### src/rtl/tdm_tx_pkg.sv
package tdm_tx_pkg;

  // Frame configuration, captured as one word at every frame boundary.
  typedef struct packed {
    logic slot_short;  // 1: short slots
    logic pulse_fs;    // 1: one-slot frame pulse, 0: 50% frame clock
    logic no_delay;    // 1: first data bit on the frame edge
    logic lsb_first;   // 1: least significant bit first
    logic fs_invert;   // inverts the 50% frame clock
    logic latch_fall;  // 1: receiver samples on falling bit-clock edge
  } tdm_cfg_t;

endpackage

### src/rtl/tdm_bclk_gen.sv
module tdm_bclk_gen #(
  parameter int HALF_DIV = 1
) (
  input  logic clk,
  input  logic rst_n,
  input  logic latch_fall,
  output logic bclk_o,
  output logic launch
);
  localparam int CW = (HALF_DIV > 1) ? $clog2(HALF_DIV) : 1;

  logic [CW-1:0] cnt_q;
  logic          ph_q;
  logic          tick;

  assign tick = (cnt_q == CW'(HALF_DIV - 1));

  always_ff @(posedge clk or negedge rst_n) begin
    if (!rst_n) begin
      cnt_q <= '0;
      ph_q  <= 1'b0;
    end else if (tick) begin
      cnt_q <= '0;
      ph_q  <= ~ph_q;
    end else begin
      cnt_q <= cnt_q + 1'b1;
    end
  end

  // ph_q low = launch half, high = latch half of the bit period.
  assign launch = tick & ph_q;
  assign bclk_o = ph_q ^ latch_fall;

endmodule

### src/rtl/tdm_framer.sv
module tdm_framer
  import tdm_tx_pkg::*;
#(
  parameter int N_CH       = 8,
  parameter int SLOT_LONG  = 32,
  parameter int SLOT_SHORT = 16,
  localparam int FRAME_LONG = N_CH * SLOT_LONG,
  localparam int POS_W      = $clog2(FRAME_LONG)
) (
  input  logic             clk,
  input  logic             rst_n,
  input  logic             launch,
  input  tdm_cfg_t         cfg_in,
  output logic             frame_start,
  output logic             started,
  output tdm_cfg_t         cfg_q,
  output tdm_cfg_t         cfg_nx,
  output logic [POS_W-1:0] pos_nx
);
  logic [POS_W-1:0] pos_q;
  logic [POS_W-1:0] last_pos;
  logic             started_q;

  assign last_pos    = cfg_q.slot_short ? POS_W'(N_CH * SLOT_SHORT - 1)
                                        : POS_W'(FRAME_LONG - 1);
  assign frame_start = launch & (~started_q | (pos_q == last_pos));
  assign pos_nx      = frame_start ? '0 : pos_q + 1'b1;
  assign cfg_nx      = frame_start ? cfg_in : cfg_q;
  assign started     = started_q;

  always_ff @(posedge clk or negedge rst_n) begin
    if (!rst_n) begin
      pos_q     <= '0;
      started_q <= 1'b0;
      cfg_q     <= '0;
    end else if (launch) begin
      pos_q     <= pos_nx;
      started_q <= 1'b1;
      cfg_q     <= cfg_nx;
    end
  end

endmodule

### src/rtl/tdm_slot_mux.sv
module tdm_slot_mux
  import tdm_tx_pkg::*;
#(
  parameter int N_CH       = 8,
  parameter int SAMPLE_W   = 24,
  parameter int SLOT_LONG  = 32,
  parameter int SLOT_SHORT = 16,
  localparam int POS_W = $clog2(N_CH * SLOT_LONG),
  localparam int DW    = N_CH * SAMPLE_W
) (
  input  logic             clk,
  input  logic             rst_n,
  input  logic             launch,
  input  logic             frame_start,
  input  logic             in_valid,
  input  logic [DW-1:0]    in_data,
  input  logic [POS_W-1:0] pos_nx,
  input  tdm_cfg_t         cfg_nx,
  output logic             sd_o,
  output logic             fs_o
);
  localparam int CH_W  = $clog2(N_CH);
  localparam int SLL   = $clog2(SLOT_LONG);
  localparam int SSL   = $clog2(SLOT_SHORT);
  localparam int W_L   = (SAMPLE_W < SLOT_LONG)  ? SAMPLE_W : SLOT_LONG;
  localparam int W_S   = (SAMPLE_W < SLOT_SHORT) ? SAMPLE_W : SLOT_SHORT;
  localparam int IW    = ((SLL > $clog2(SAMPLE_W)) ? SLL : $clog2(SAMPLE_W)) + 1;

  logic [DW-1:0]       shadow_q;
  logic [DW-1:0]       shadow_nx;
  logic [SAMPLE_W-1:0] words [N_CH];

  assign shadow_nx = (frame_start && in_valid) ? in_data : shadow_q;

  for (genvar c = 0; c < N_CH; c++) begin : g_word
    assign words[c] = shadow_nx[c*SAMPLE_W +: SAMPLE_W];
  end

  logic [POS_W-1:0]    dpos;
  logic                lead_zero;
  logic [CH_W-1:0]     slot;
  logic [CH_W-1:0]     ch;
  logic [IW-1:0]       k;
  logic [IW-1:0]       width;
  logic [IW-1:0]       idx;
  logic [SAMPLE_W-1:0] word;
  logic [SAMPLE_W-1:0] shifted;
  logic                in_word;
  logic                bit_nx;
  logic                fs_nx;
  logic [POS_W-1:0]    slot_len;
  logic [POS_W-1:0]    half_len;

  always_comb begin
    // data position after the optional one-bit delay
    dpos      = cfg_nx.no_delay ? pos_nx : pos_nx - 1'b1;
    lead_zero = ~cfg_nx.no_delay & (pos_nx == '0);

    if (cfg_nx.slot_short) begin
      slot  = dpos[SSL +: CH_W];
      k     = IW'(dpos[SSL-1:0]);
      width = IW'(W_S);
    end else begin
      slot  = dpos[SLL +: CH_W];
      k     = IW'(dpos[SLL-1:0]);
      width = IW'(W_L);
    end

    // 50% framing interleaves: first half odd channels, second half even
    if (cfg_nx.pulse_fs) ch = slot;
    else                 ch = {slot[CH_W-2:0], slot[CH_W-1]};

    word    = words[ch];
    in_word = (k < width);
    if (cfg_nx.lsb_first) idx = IW'(SAMPLE_W) - width + k;
    else                  idx = IW'(SAMPLE_W - 1) - k;
    shifted = word >> idx;
    bit_nx  = in_word & ~lead_zero & shifted[0];

    slot_len = cfg_nx.slot_short ? POS_W'(SLOT_SHORT) : POS_W'(SLOT_LONG);
    half_len = cfg_nx.slot_short ? POS_W'(N_CH * SLOT_SHORT / 2)
                                 : POS_W'(N_CH * SLOT_LONG / 2);
    if (cfg_nx.pulse_fs) fs_nx = (pos_nx < slot_len);
    else                 fs_nx = (pos_nx >= half_len) ^ cfg_nx.fs_invert;
  end

  always_ff @(posedge clk or negedge rst_n) begin
    if (!rst_n) begin
      shadow_q <= '0;
      sd_o     <= 1'b0;
      fs_o     <= 1'b0;
    end else if (launch) begin
      shadow_q <= shadow_nx;
      sd_o     <= bit_nx;
      fs_o     <= fs_nx;
    end
  end

endmodule

### src/rtl/tdm_tx.sv
module tdm_tx
  import tdm_tx_pkg::*;
#(
  parameter int N_CH       = 8,
  parameter int SAMPLE_W   = 24,
  parameter int SLOT_LONG  = 32,
  parameter int SLOT_SHORT = 16,
  parameter int HALF_DIV   = 1,
  localparam int DW    = N_CH * SAMPLE_W,
  localparam int POS_W = $clog2(N_CH * SLOT_LONG)
) (
  input  logic          clk,
  input  logic          rst_n,
  input  logic          in_valid,
  output logic          in_ready,
  input  logic [DW-1:0] in_data,
  input  logic          cfg_slot16,
  input  logic          cfg_pulse_fs,
  input  logic          cfg_lj,
  input  logic          cfg_lsb_first,
  input  logic          cfg_fs_inv,
  input  logic          cfg_fall_edge,
  output logic          bclk_o,
  output logic          fs_o,
  output logic          sd_o,
  output logic          underrun_o
);
  tdm_cfg_t         cfg_in;
  tdm_cfg_t         cfg_q;
  tdm_cfg_t         cfg_nx;
  logic             launch;
  logic             frame_start;
  logic             started;
  logic [POS_W-1:0] pos_nx;
  logic             underrun_q;

  assign cfg_in = '{slot_short: cfg_slot16, pulse_fs: cfg_pulse_fs,
                    no_delay:   cfg_lj,     lsb_first: cfg_lsb_first,
                    fs_invert:  cfg_fs_inv, latch_fall: cfg_fall_edge};

  tdm_bclk_gen #(.HALF_DIV(HALF_DIV)) u_bclk (
    .clk        (clk),
    .rst_n      (rst_n),
    .latch_fall (cfg_q.latch_fall),
    .bclk_o     (bclk_o),
    .launch     (launch)
  );

  tdm_framer #(.N_CH(N_CH), .SLOT_LONG(SLOT_LONG), .SLOT_SHORT(SLOT_SHORT)) u_framer (
    .clk         (clk),
    .rst_n       (rst_n),
    .launch      (launch),
    .cfg_in      (cfg_in),
    .frame_start (frame_start),
    .started     (started),
    .cfg_q       (cfg_q),
    .cfg_nx      (cfg_nx),
    .pos_nx      (pos_nx)
  );

  tdm_slot_mux #(.N_CH(N_CH), .SAMPLE_W(SAMPLE_W), .SLOT_LONG(SLOT_LONG),
                 .SLOT_SHORT(SLOT_SHORT)) u_mux (
    .clk         (clk),
    .rst_n       (rst_n),
    .launch      (launch),
    .frame_start (frame_start),
    .in_valid    (in_valid),
    .in_data     (in_data),
    .pos_nx      (pos_nx),
    .cfg_nx      (cfg_nx),
    .sd_o        (sd_o),
    .fs_o        (fs_o)
  );

  assign in_ready = frame_start;

  always_ff @(posedge clk or negedge rst_n) begin
    if (!rst_n) underrun_q <= 1'b0;
    else        underrun_q <= frame_start & ~in_valid;
  end

  assign underrun_o = underrun_q;

endmodule

### config.mk
export PLATFORM = sky130hd
export DESIGN_NAME = tdm_tx
export DESIGN_NICKNAME = d
export VERILOG_FILES = /design/src/rtl/tdm_tx_pkg.sv /design/src/rtl/tdm_bclk_gen.sv /design/src/rtl/tdm_framer.sv /design/src/rtl/tdm_slot_mux.sv /design/src/rtl/tdm_tx.sv
export SDC_FILE = /design/constraint.sdc
export NUM_CORES = 1
export LEC_CHECK = 0
export ABC_AREA = 1
export BUFFER_PORTS_ARGS = -buffer_cell sky130_fd_sc_hd__buf_2
export CAP_MARGIN = 15
export CORE_UTILIZATION = 60
export DETAILED_ROUTE_END_ITERATION = 10
export GPL_ROUTABILITY_DRIVEN = 1
export PLACE_DENSITY = 0.9
export SLEW_MARGIN = 25
export SYNTH_ARGS = -nofsm -noshare
export SYNTH_HDL_FRONTEND = slang
export SYNTH_SLANG_ARGS = --single-unit
### constraint.sdc
create_clock -name clk -period 6.6 [get_ports clk]
set_input_delay 0.33 -clock clk [delete_from_list [all_inputs] [get_ports clk]]
set_output_delay 0.33 -clock clk [all_outputs]
set_load 0.03 [all_outputs]
Yosys cells after proc, flatten, opt, wreduce, memory -nomap -nowiden
Cells that the tools add are included.
Widths: inputs -> output; s select.
- add/sub/neg operators: 6
- multiply operators: 0
- divide/modulo/power cells: 0
- $lt $le $gt $ge: 4
- equal/unequal tests: 1
- shift-type cells: 1
- mux-type cells: 17
- bitwise logic cells: 16
- reduce and logical (&&, ||, !) cells: 3
- operators by type and width (kind ; number):
    $mux 192 ; 1
    $bmux 24 s3 ; 1
    $mux 24 ; 2
    $mux 8 ; 4
    $shr 24x6->1 ; 1
    $mux 6 ; 3
    $sub 5x5->6 const A ; 2
    $add 8x1->8 const B ; 1
    $eq 8x8->1 ; 1
    $ge 8x8->1 ; 1
    $logic_not 8->1 ; 1
    $lt 8x8->1 ; 1
    $sub 8x1->8 const B ; 1
    $add 6x5->6 ; 1
    $and 1x1->1 ; 6
    $mux 3 ; 2
    $not 1->1 ; 6
    $lt 5x5->1 ; 1
    $mux 5 ; 1
    $ge 4x4->1 const B ; 1
    $mux 4 ; 1
    $not 3->4 ; 1
    $mux 1 ; 2
    $reduce_and 2->1 ; 1
    other kinds (4) ; 5
- flip-flop bits (word level): 212
- bits in latches: 0
- RAM bits: 0
- memory bits (read-only): 0
- input bits: 201
- output and inout bits: 5
- word-level logic and storage cells: 62
- memories: 0

Longest topological paths before layout
Gate-level depths: netlist of the first run.
- depth after elaboration: 15
- depth in mapped cells: 28
- depth with buffers taken out: 26

Modules after synthesis
A second synthesis of the first run with hierarchy kept.
- cells, all modules: 1813
- area, all modules: 12628.4 um2
- modules (own cells, without submodules) (module ; instances ; cells an instance ; area each (um2) ; sequential area each (um2)):
    tdm_slot_mux ; 1 ; 1683 ; 11691.2 ; 4854.7
    tdm_framer ; 1 ; 121 ; 855.8 ; 375.4
    tdm_bclk_gen ; 1 ; 6 ; 46.3 ; 25.0
    tdm_tx ; 1 ; 3 ; 35.0 ; 25.0

Worst setup path after synthesis of the first run
No wires, ideal clock.
- path type: register to register
- start: reg u_framer.pos_q[0]
- end: reg u_mux.sd_o
- setup time: 0.117 ns
- data arrival time: 2.951 ns
- data required time: 6.483 ns
- setup slack: 3.531 ns
- stages on the path, launching flop included: 27
- buffers on the path: 3
- clock period less this slack: 3.069 ns
- cell sequence: dfrtp_1 > ha_1 > nand2_1 > nor2_1 > nand4_1 > nand2_1 > nand2_2 > buf_2 > nand2_1 > ha_1 > nand3_2 > o21ai_1 > nand3_1 > nand2_1 > nand2_1 > o21ai_2 > buf_4 > buf_4 > nand3_1 > nand3_1 > nand3_1 > nand3_1 > nand3_1 > nand3b_1 > nand2_1 > nand3_1 > nand2_1
- word-level cells in the longest chain between the ends: 14
- elaborated cells between the ends (all ways): 30
- those cells by class: 5 x add/sub; 1 x order compare; 1 x eq/ne; 1 x shift; 12 x mux; 8 x bitwise; 2 x reduce/logical
- ends and longest elaborated chain (what ; line ; text):
    from (decl) ; tdm_framer.sv:20 ; logic [POS_W-1:0] pos_q;
    from (signal assigned) ; tdm_framer.sv:37 ; pos_q <= pos_nx;
    branches (longest 13 deep; another with $add 8x1->8) ; -- ;
    $and 1x1->1 * ; tdm_slot_mux.sv:78 ; bit_nx = in_word & ~lead_zero & shifted[0];
    to (signal assigned) ; tdm_slot_mux.sv:94 ; sd_o <= bit_nx;
    to (decl) ; tdm_slot_mux.sv:19 ; output logic sd_o,
Every way passes the cells marked *. The select of a mux whose other input is x is not followed.
A chain may end at the register's enable or synchronous reset.

Worst setup path in the final report of the first run
Ends and elaborated chain as after synthesis.

==> results of run 1 <==
flip-flops by register name (all words and copies together), names as in the netlist:
| signal | count |
|---|---|
| u_mux.shadow_q | 192 |
| u_framer.cfg_q | 6 |
| u_framer.started | 1 |
| u_mux.fs_o | 1 |
| u_bclk.ph_q | 1 |
| underrun_o | 1 |
| u_framer.pos_q | 8 |
| u_mux.sd_o | 1 |
routing by layer:
| metal | GRT usage (%) | vias to the layer above | part of all wire, % |
|---|---|---|---|
| li1 | - | 4924 | - |
| met1 | 44.5 | 4717 | 40 |
| met2 | 52.7 | 611 | 47 |
| met3 | 5.84 | 77 | 10 |
| met4 | 12.4 | 0 | 3.1 |
| met5 | 0 | - | 0 |
report_power, final:
| part | total (mW) | switching, mW | internal, mW |
|---|---|---|---|
| clock | 1.28 | 0.509 | 0.768 |
| combinational | 0.369 | 0.235 | 0.134 |
| sequential | 1.38 | 0.0197 | 1.36 |
| total | 3.02 | 0.764 | 2.26 |
path summary, 6_finish.rpt:
path                       cells past startpoint                start                  end  slack, ns
hold reg to reg                                2  u_mux.shadow_q[182]  u_mux.shadow_q[182]       0.48
hold / removal                                 2             in_valid           underrun_o       0.03
setup / recovery                              22    u_framer.pos_q[0]           u_mux.sd_o       1.93
max in group asynchronous                      5                rst_n  u_mux.shadow_q[153]       4.84
min in group asynchronous                      2                rst_n   u_mux.shadow_q[99]       0.30
setup reg to reg                              22    u_framer.pos_q[0]           u_mux.sd_o       1.93
repair_timing:
| action | CTS | global route |
|---|---|---|
| gates resized for setup | 0 | 0 |
| hold buffers | 0 | 1 |
| endpoints found under the hold margin | 0 | 43 |
| endpoints found under the setup margin | 0 | 0 |
Yosys cell counts (all sizes together):
cell / count
nand2: 792
nand3: 250
dfrtp: 211
buf: 55
inv: 39
clkbuf: 32
o21ai: 27
nor2: 14
ha: 8
xor2: 7
nand4: 4
or2: 4
xnor2: 3
nand3b: 2
o31ai: 2
a211oi: 1
a21oi: 1
a32oi: 1
o2111ai: 1
layout make-up:
cell class / count / area, um2
inverters: 39 / 151
repair buffers: 218 / 1190
clock buffers: 34 / 697
fillers: 1329 / 4880
well taps: 225 / 282
flip-flops and latches: 211 / 5280
multi-input cells: 1117 / 4810
clock inverters: 6 / 66.3
worst max-delay path, stage by stage, from the launching register on:
cell	delay [ns]
dfrtp_1	0.42
ha_1	0.26
nand2_1	0.08
nor2_1	0.04
nand4_1	0.07
nand2_1	0.09
nand2_2	0.40
inv_2	0.14
nand2_4	0.38
buf_4	0.63
buf_4	0.76
nand2_1	0.17
nand2_1	0.17
nand2_1	0.06
nand3_1	0.13
nand3_1	0.10
nand3_1	0.12
nand3_1	0.09
nand3_1	0.13
nand2_1	0.06
nand2_1	0.05
nand3_1	0.08
nand2_1	0.06
cells by family after synthesis:
| logic type | synth area share, % |
|---|---|
| buffers and inverters | 5.97 |
| adders and majority gates | 0.935 |
| AOI/OAI and AO/OA | 2.09 |
| xor gates and xnor gates | 0.818 |
| DFF | 49.3 |
| and+or+nand+nor | 40.9 |
cells in the final DEF, fill, tap and decap left out, types with 4 or more instances in the layout:
master       n
nand2_2      4
inv_2        5
o21ai_1      5
xor2_1       7
buf_4        9
dfrtp_1    211
or2_2        4
o21ai_0     16
clkbuf_16   23
nor2_1      13
nand2_1    786
inv_1       33
buf_2      204
ha_1         8
nand4_1      4
clkbuf_8     8
clkinv_2     4
nand3_1    247
==> run metrics, run 1 <==
run status=finished, violations left; failing checks=design-rule violations; ANT nets after route=0; Pleak=~6.8 nW; post-synthesis register bit count=211; # placed instances=around 1800; largest net degree at the start of global routing=between 100 and 150; vias=a little over 10000; vias in the first global route=about 9500; Layout Area Growth over Synthesis=16.5%; number of buffers created by CTS=22; wire length per cell=around 16 um; root buffer cell=clkbuf_16; postcts setup bufs=0; Final Total Pwr=3.02 mW; worst hold-check path type=input pin to flip-flop; Crit path required time=slightly above 7 ns; power density over cell area=242 nW/um2; Setup TNS=0 ns; Worst-Skew Late Latency=0.50 ns; Startpoint Class=flip-flop; leading area contributor after synthesis=dfrtp_1; RSZ-0062 raised after global routing=no; number of vias per cell=~5.6; Net Count, Synth=approximately 1700; post-synthesis cell count=about 1500; syn avg cell area=between 7 and 8 um2; maximum clock path buffer count=3; Mapped Area=between 10000 and 15000 um2; DR DRC count=1; htree depth=1; Final Non-Filler Cells=around 1900; CTS tree=done; synth top area cells=dfrtp_1 49%, nand2_1 28%, nand3_1 12%; Distinct cells, synth=31; post-synthesis sequential area ratio=49.3%; dpl cell area=between 10000 and 15000 um2; critical path endpoint category=flip-flop; Yosys Warn Count=0; worst-path fanout max=between 80 and 90; Starting Density=61.7%; Pre-antenna DRT Iters=9; final instance area=between 10000 and 15000 um2; Synth top area share=49.3%; gr ovfl total=0; Slew Limit Fails=0; # rows=between 40 and 50; die width=136 um; I/O pin count=roughly 210; GP Congestion=around 0.89; worst-margin pin slew=between 1 and 1.5 ns; worst rel slew slack=around a third; All-Layer GR Usage=32.8%; DIE AREA=18400 um2; pre-CTS WS=just over 2 ns; dpl hpwl=19900 um; Setup-failing EPs final=0; Die Span Y=around 140 um; clock slew at reported path FFs=around 0.06 ns; Iter 0 DRT Violations=roughly 1000; antenna violations before repair=0; port bufs=~200; Worst EP arrival=roughly 5.1 ns; share of layout cells above drive strength 1=between 10% and 20%; fin nets=1818; Post-Route WL=approximately 30000 um; worst vdd ir=about 190 uV; core area=17400 um2; Tmin final=4.67 ns; hold_ws=roughly 0.034 ns; # diodes=0; first-pass GRT wire length=between 40000 and 50000 um; Setup CP Type=flip-flop to flip-flop; final setup margin=between 1.5 and 2 ns; Final Hold Fails=0; ratio of final minimum period to clock period=70.7%; clk sinks=between 200 and 250; final core occ=71.9%; clock skew=between 0.01 and 0.015 ns; Max-Cap Viols=0; Peak Freq=~0.21 GHz
Note: power is estimated with default switching activity, not from simulation.
==> inputs of run 2 (changes only) <==
--- a/config.mk
+++ b/config.mk
@@ -5,13 +5,13 @@
 export SDC_FILE = /design/constraint.sdc
 export NUM_CORES = 1
 export LEC_CHECK = 0
-export ABC_AREA = 1
+export ABC_AREA = 0
 export BUFFER_PORTS_ARGS = -buffer_cell sky130_fd_sc_hd__buf_2
 export CAP_MARGIN = 15
-export CORE_UTILIZATION = 60
+export CORE_UTILIZATION = 51
 export DETAILED_ROUTE_END_ITERATION = 10
 export GPL_ROUTABILITY_DRIVEN = 1
-export PLACE_DENSITY = 0.9
+export PLACE_DENSITY = 0.81
 export SLEW_MARGIN = 25
 export SYNTH_ARGS = -nofsm -noshare
 export SYNTH_HDL_FRONTEND = slang
==> constraint.sdc (replaced) <==
create_clock -name clk -period 3.8 [get_ports clk]
set_input_delay 0.19 -clock clk [delete_from_list [all_inputs] [get_ports clk]]
set_output_delay 0.19 -clock clk [all_outputs]
set_load 0.03 [all_outputs]
==> run metrics, run 2 <==
core area=between 20000 and 25000 um2; Synth Area in Compound Gates=about 11%; ANT nets after route=0; share of layout cells above drive strength 1=between 20% and 30%; reg2reg end=u_mux.sd_o; busiest grt layer=met2; worst reg-to-reg path cell count=20; EDFF count, synth=0; max reg flops=approximately 190; max incr delay on CP=roughly 0.55 ns; top-count cell post-synth=nand2_1; clock slew at reported path FFs=0.07 ns; Hold Path Sink=u_framer.cfg_q[5]; clk sinks=approximately 210; worst r2r src=u_framer.pos_q[0]; Crit path required time=4.21 ns; Net Count, Synth=1558; Synth Area in XOR/XNOR=under 10%; Pre-antenna DRT Iters=9; CTS tree=done; largest family of logic cells by synthesized area=simple AND/OR/NAND/NOR gates; RSZ-0062 raised after global routing=yes; port bufs=roughly 200; Worst-Skew Late Latency=around 0.53 ns; met2 usage=between 60% and 70%; Pleak=between 8 and 9 nW; Starting Density=52.1%; Final Total Pwr=5.68 mW; Top FF cell, synth=dfrtp_1; most common cell after layout, fill and taps aside=nand2_1; dpl hpwl=between 20000 and 25000 um; M3 GR Usage=8.17%; reg2reg setup slack=-0.47 ns; Setup CP Type=flip-flop to flip-flop; Slowest-stage cell, CP=or4b_1; vias in the first global route=roughly 12000; die width=around 150 um; hold path startpoint=cfg_slot16; DR DRC count=0; CP top delay family=simple AND/OR/NAND/NOR gates; root buffer cell=clkbuf_16; Synth Area in Adders=0.910%; synth top area cells=dfrtp_1 48%, nand2_1 21%, mux2i_1 4.1%; maximum clock path buffer count=3; first-pass GRT wire length=approximately 64000 um; htree depth=1; antenna violations before repair=2; vias=12500; Crit path top cell by count=o22a_1; final core occ=around 76%; run status=finished, violations left; Distinct cells, synth=74; Hold Crit Depth=4; Post-Route WL=around 43000 um; Synth top area share=between 40% and 50%; final setup margin=-0.465 ns; mux cell area share after synthesis=under 10%; DIE AREA=22100 um2; Biggest register=u_mux.shadow_q; hold_ws=0.137 ns; clock skew=0.0310 ns; Layout Area Growth over Synthesis=46.3%; post-synthesis async set-or-reset flop share=between 90% and 100%; post-synthesis sequential area ratio=about half; All-Layer GR Usage=a little under two fifths; largest net degree at the start of global routing=around 140; worst vdd ir=around 360 uV; number of vias per cell=slightly below 6; Iter 0 DRT Violations=approximately 1600; leading cell types by count after synthesis=606 x nand2_1, 211 x dfrtp_1, 60 x nor2_1; ratio of final minimum period to clock period=112%; Worst EP arrival=approximately 4.7 ns; Peak Freq=between 0.2 and 0.25 GHz; critical path endpoint category=flip-flop; failing checks=negative setup slack; worst-margin pin slew=around 0.9 ns; worst-path fanout max=6; post-synthesis register bit count=211; syn avg cell area=slightly above 8 um2; Max-Cap Viols=0; number of buffers created by CTS=22; Slew Limit Fails=0; # rows=between 50 and 60; Final Hold Fails=0; I/O pin count=roughly 210; fin nets=a little over 2000; Top Registers=u_mux.shadow_q (192), u_framer.pos_q (8), u_framer.cfg_q (6); simple-gate portion of the synthesized area=28.8%; commonest non-fill, non-tap cells in the layout=603 x nand2_1, 211 x dfrtp_1, 204 x buf_2, 196 x dlygate4sd3_1, 121 x buf_4; worst hold-check path type=input pin to flip-flop; Buf/Inv on CP=1; Yosys Warn Count=0; Setup-failing EPs final=1; Mapped Area=11000 um2; power density over cell area=about 350 nW/um2; worst rel slew slack=between 30% and 40%; Tmin final=about 4.3 ns; Die Span Y=approximately 150 um; GP Congestion=roughly 0.90; met1 usage=45.1%; CP Cell Sequence=ha_2 > nand2_4 > nor2_4 > a21oi_4 > inv_2 > or2_4 > ha_4 > nor2b_4 > or3_4 > o311ai_4 > o21ai_1 > o21ai_2 > o22ai_4 > mux2i_1 > o22a_1 > o221a_2 > o22a_1 > o221ai_1 > or4b_1 > and4_1; post-synthesis cell count=1349; wire length per cell=about 20 um; gr ovfl total=0; leading area contributor after synthesis=dfrtp_1; Startpoint Class=flip-flop
==> run 2: how the worst max path moves through the flow <==
stage / start / end / depth (start not counted)
after floorplan: u_framer.pos_q[1] / u_mux.sd_o / 23
after global placement: u_framer.pos_q[1] / u_mux.sd_o / 19
after detailed placement: u_framer.pos_q[1] / u_mux.sd_o / 17
after CTS: u_framer.pos_q[7] / u_mux.sd_o / 19
after global routing: u_framer.pos_q[0] / u_mux.sd_o / 21
final: u_framer.pos_q[0] / u_mux.sd_o / 20
==> run 2: stage by stage <==
stage	worst slack, ns	instance area (um2)	setup TNS (ns)	cells
floorplan	-0.566	11100	-0.566	1349
global placement	-0.208	13100	-0.208	1869
detailed placement	-0.288	13100	-0.288	1869
CTS	-0.260	16000	-0.260	2113
global route	-0.492	16100	-0.492	2120
finish	-0.465	16100	-0.465	2120
==> run 2: area by class of cell <==
cell class                      instances  area [um2]
Multi-Input combinational cell       1038        5440
Sequential cell                       211        5280
Fill cell                            1324        5000
Timing Repair Buffer                  539        4190
Clock buffer                           26         606
Tap cell                              275         344
Clock inverter                         14         166
Inverter                               15        56.3
Antenna cell                            2        5.00
==> run 2: power by group <==
| group | switching [mW] | total, mW | internal, mW |
|---|---|---|---|
| Clock | 0.977 | 2.33 | 1.35 |
| Sequential | 0.0451 | 2.40 | 2.35 |
| Combinational | 0.504 | 0.955 | 0.450 |
==> run 2: what timing repair did <==
| action | CTS | global route |
|---|---|---|
| cloned | 1 | 0 |
| setup buffers | 7 | 4 |
| hold buffers | 196 | 0 |
| gates resized for setup | 10 | 17 |
| setup endpoints to repair | 1 | 1 |
| pin swaps | 20 | 12 |
| hold endpoints to repair | 326 | 0 |
==> run 2: cells by family (layout without fill, tap and decap cells) <==
kind of cell / Yosys count / in the layout
and+or+nand+nor: 773 / 773
DFF: 211 / 211
AOI/OAI and AO/OA: 181 / 182
buffers and inverters: 101 / 594
muxes: 61 / 61
xor gates and xnor gates: 14 / 14
adders and majority gates: 8 / 8
other: 0 / 2
==> run 2: layer usage <==
metal  wire (um)  vias up
met4        3060        0
met1       15300     5792
li1            -     5429
met2       20500      941
met3        4370      297
met5           0        -
==> run 2: tightest hold or removal path, stage by stage <==
cell and delay, ns:
buf_2 0.09, mux2i_1 0.08, buf_4 0.18, inv_1 0.06
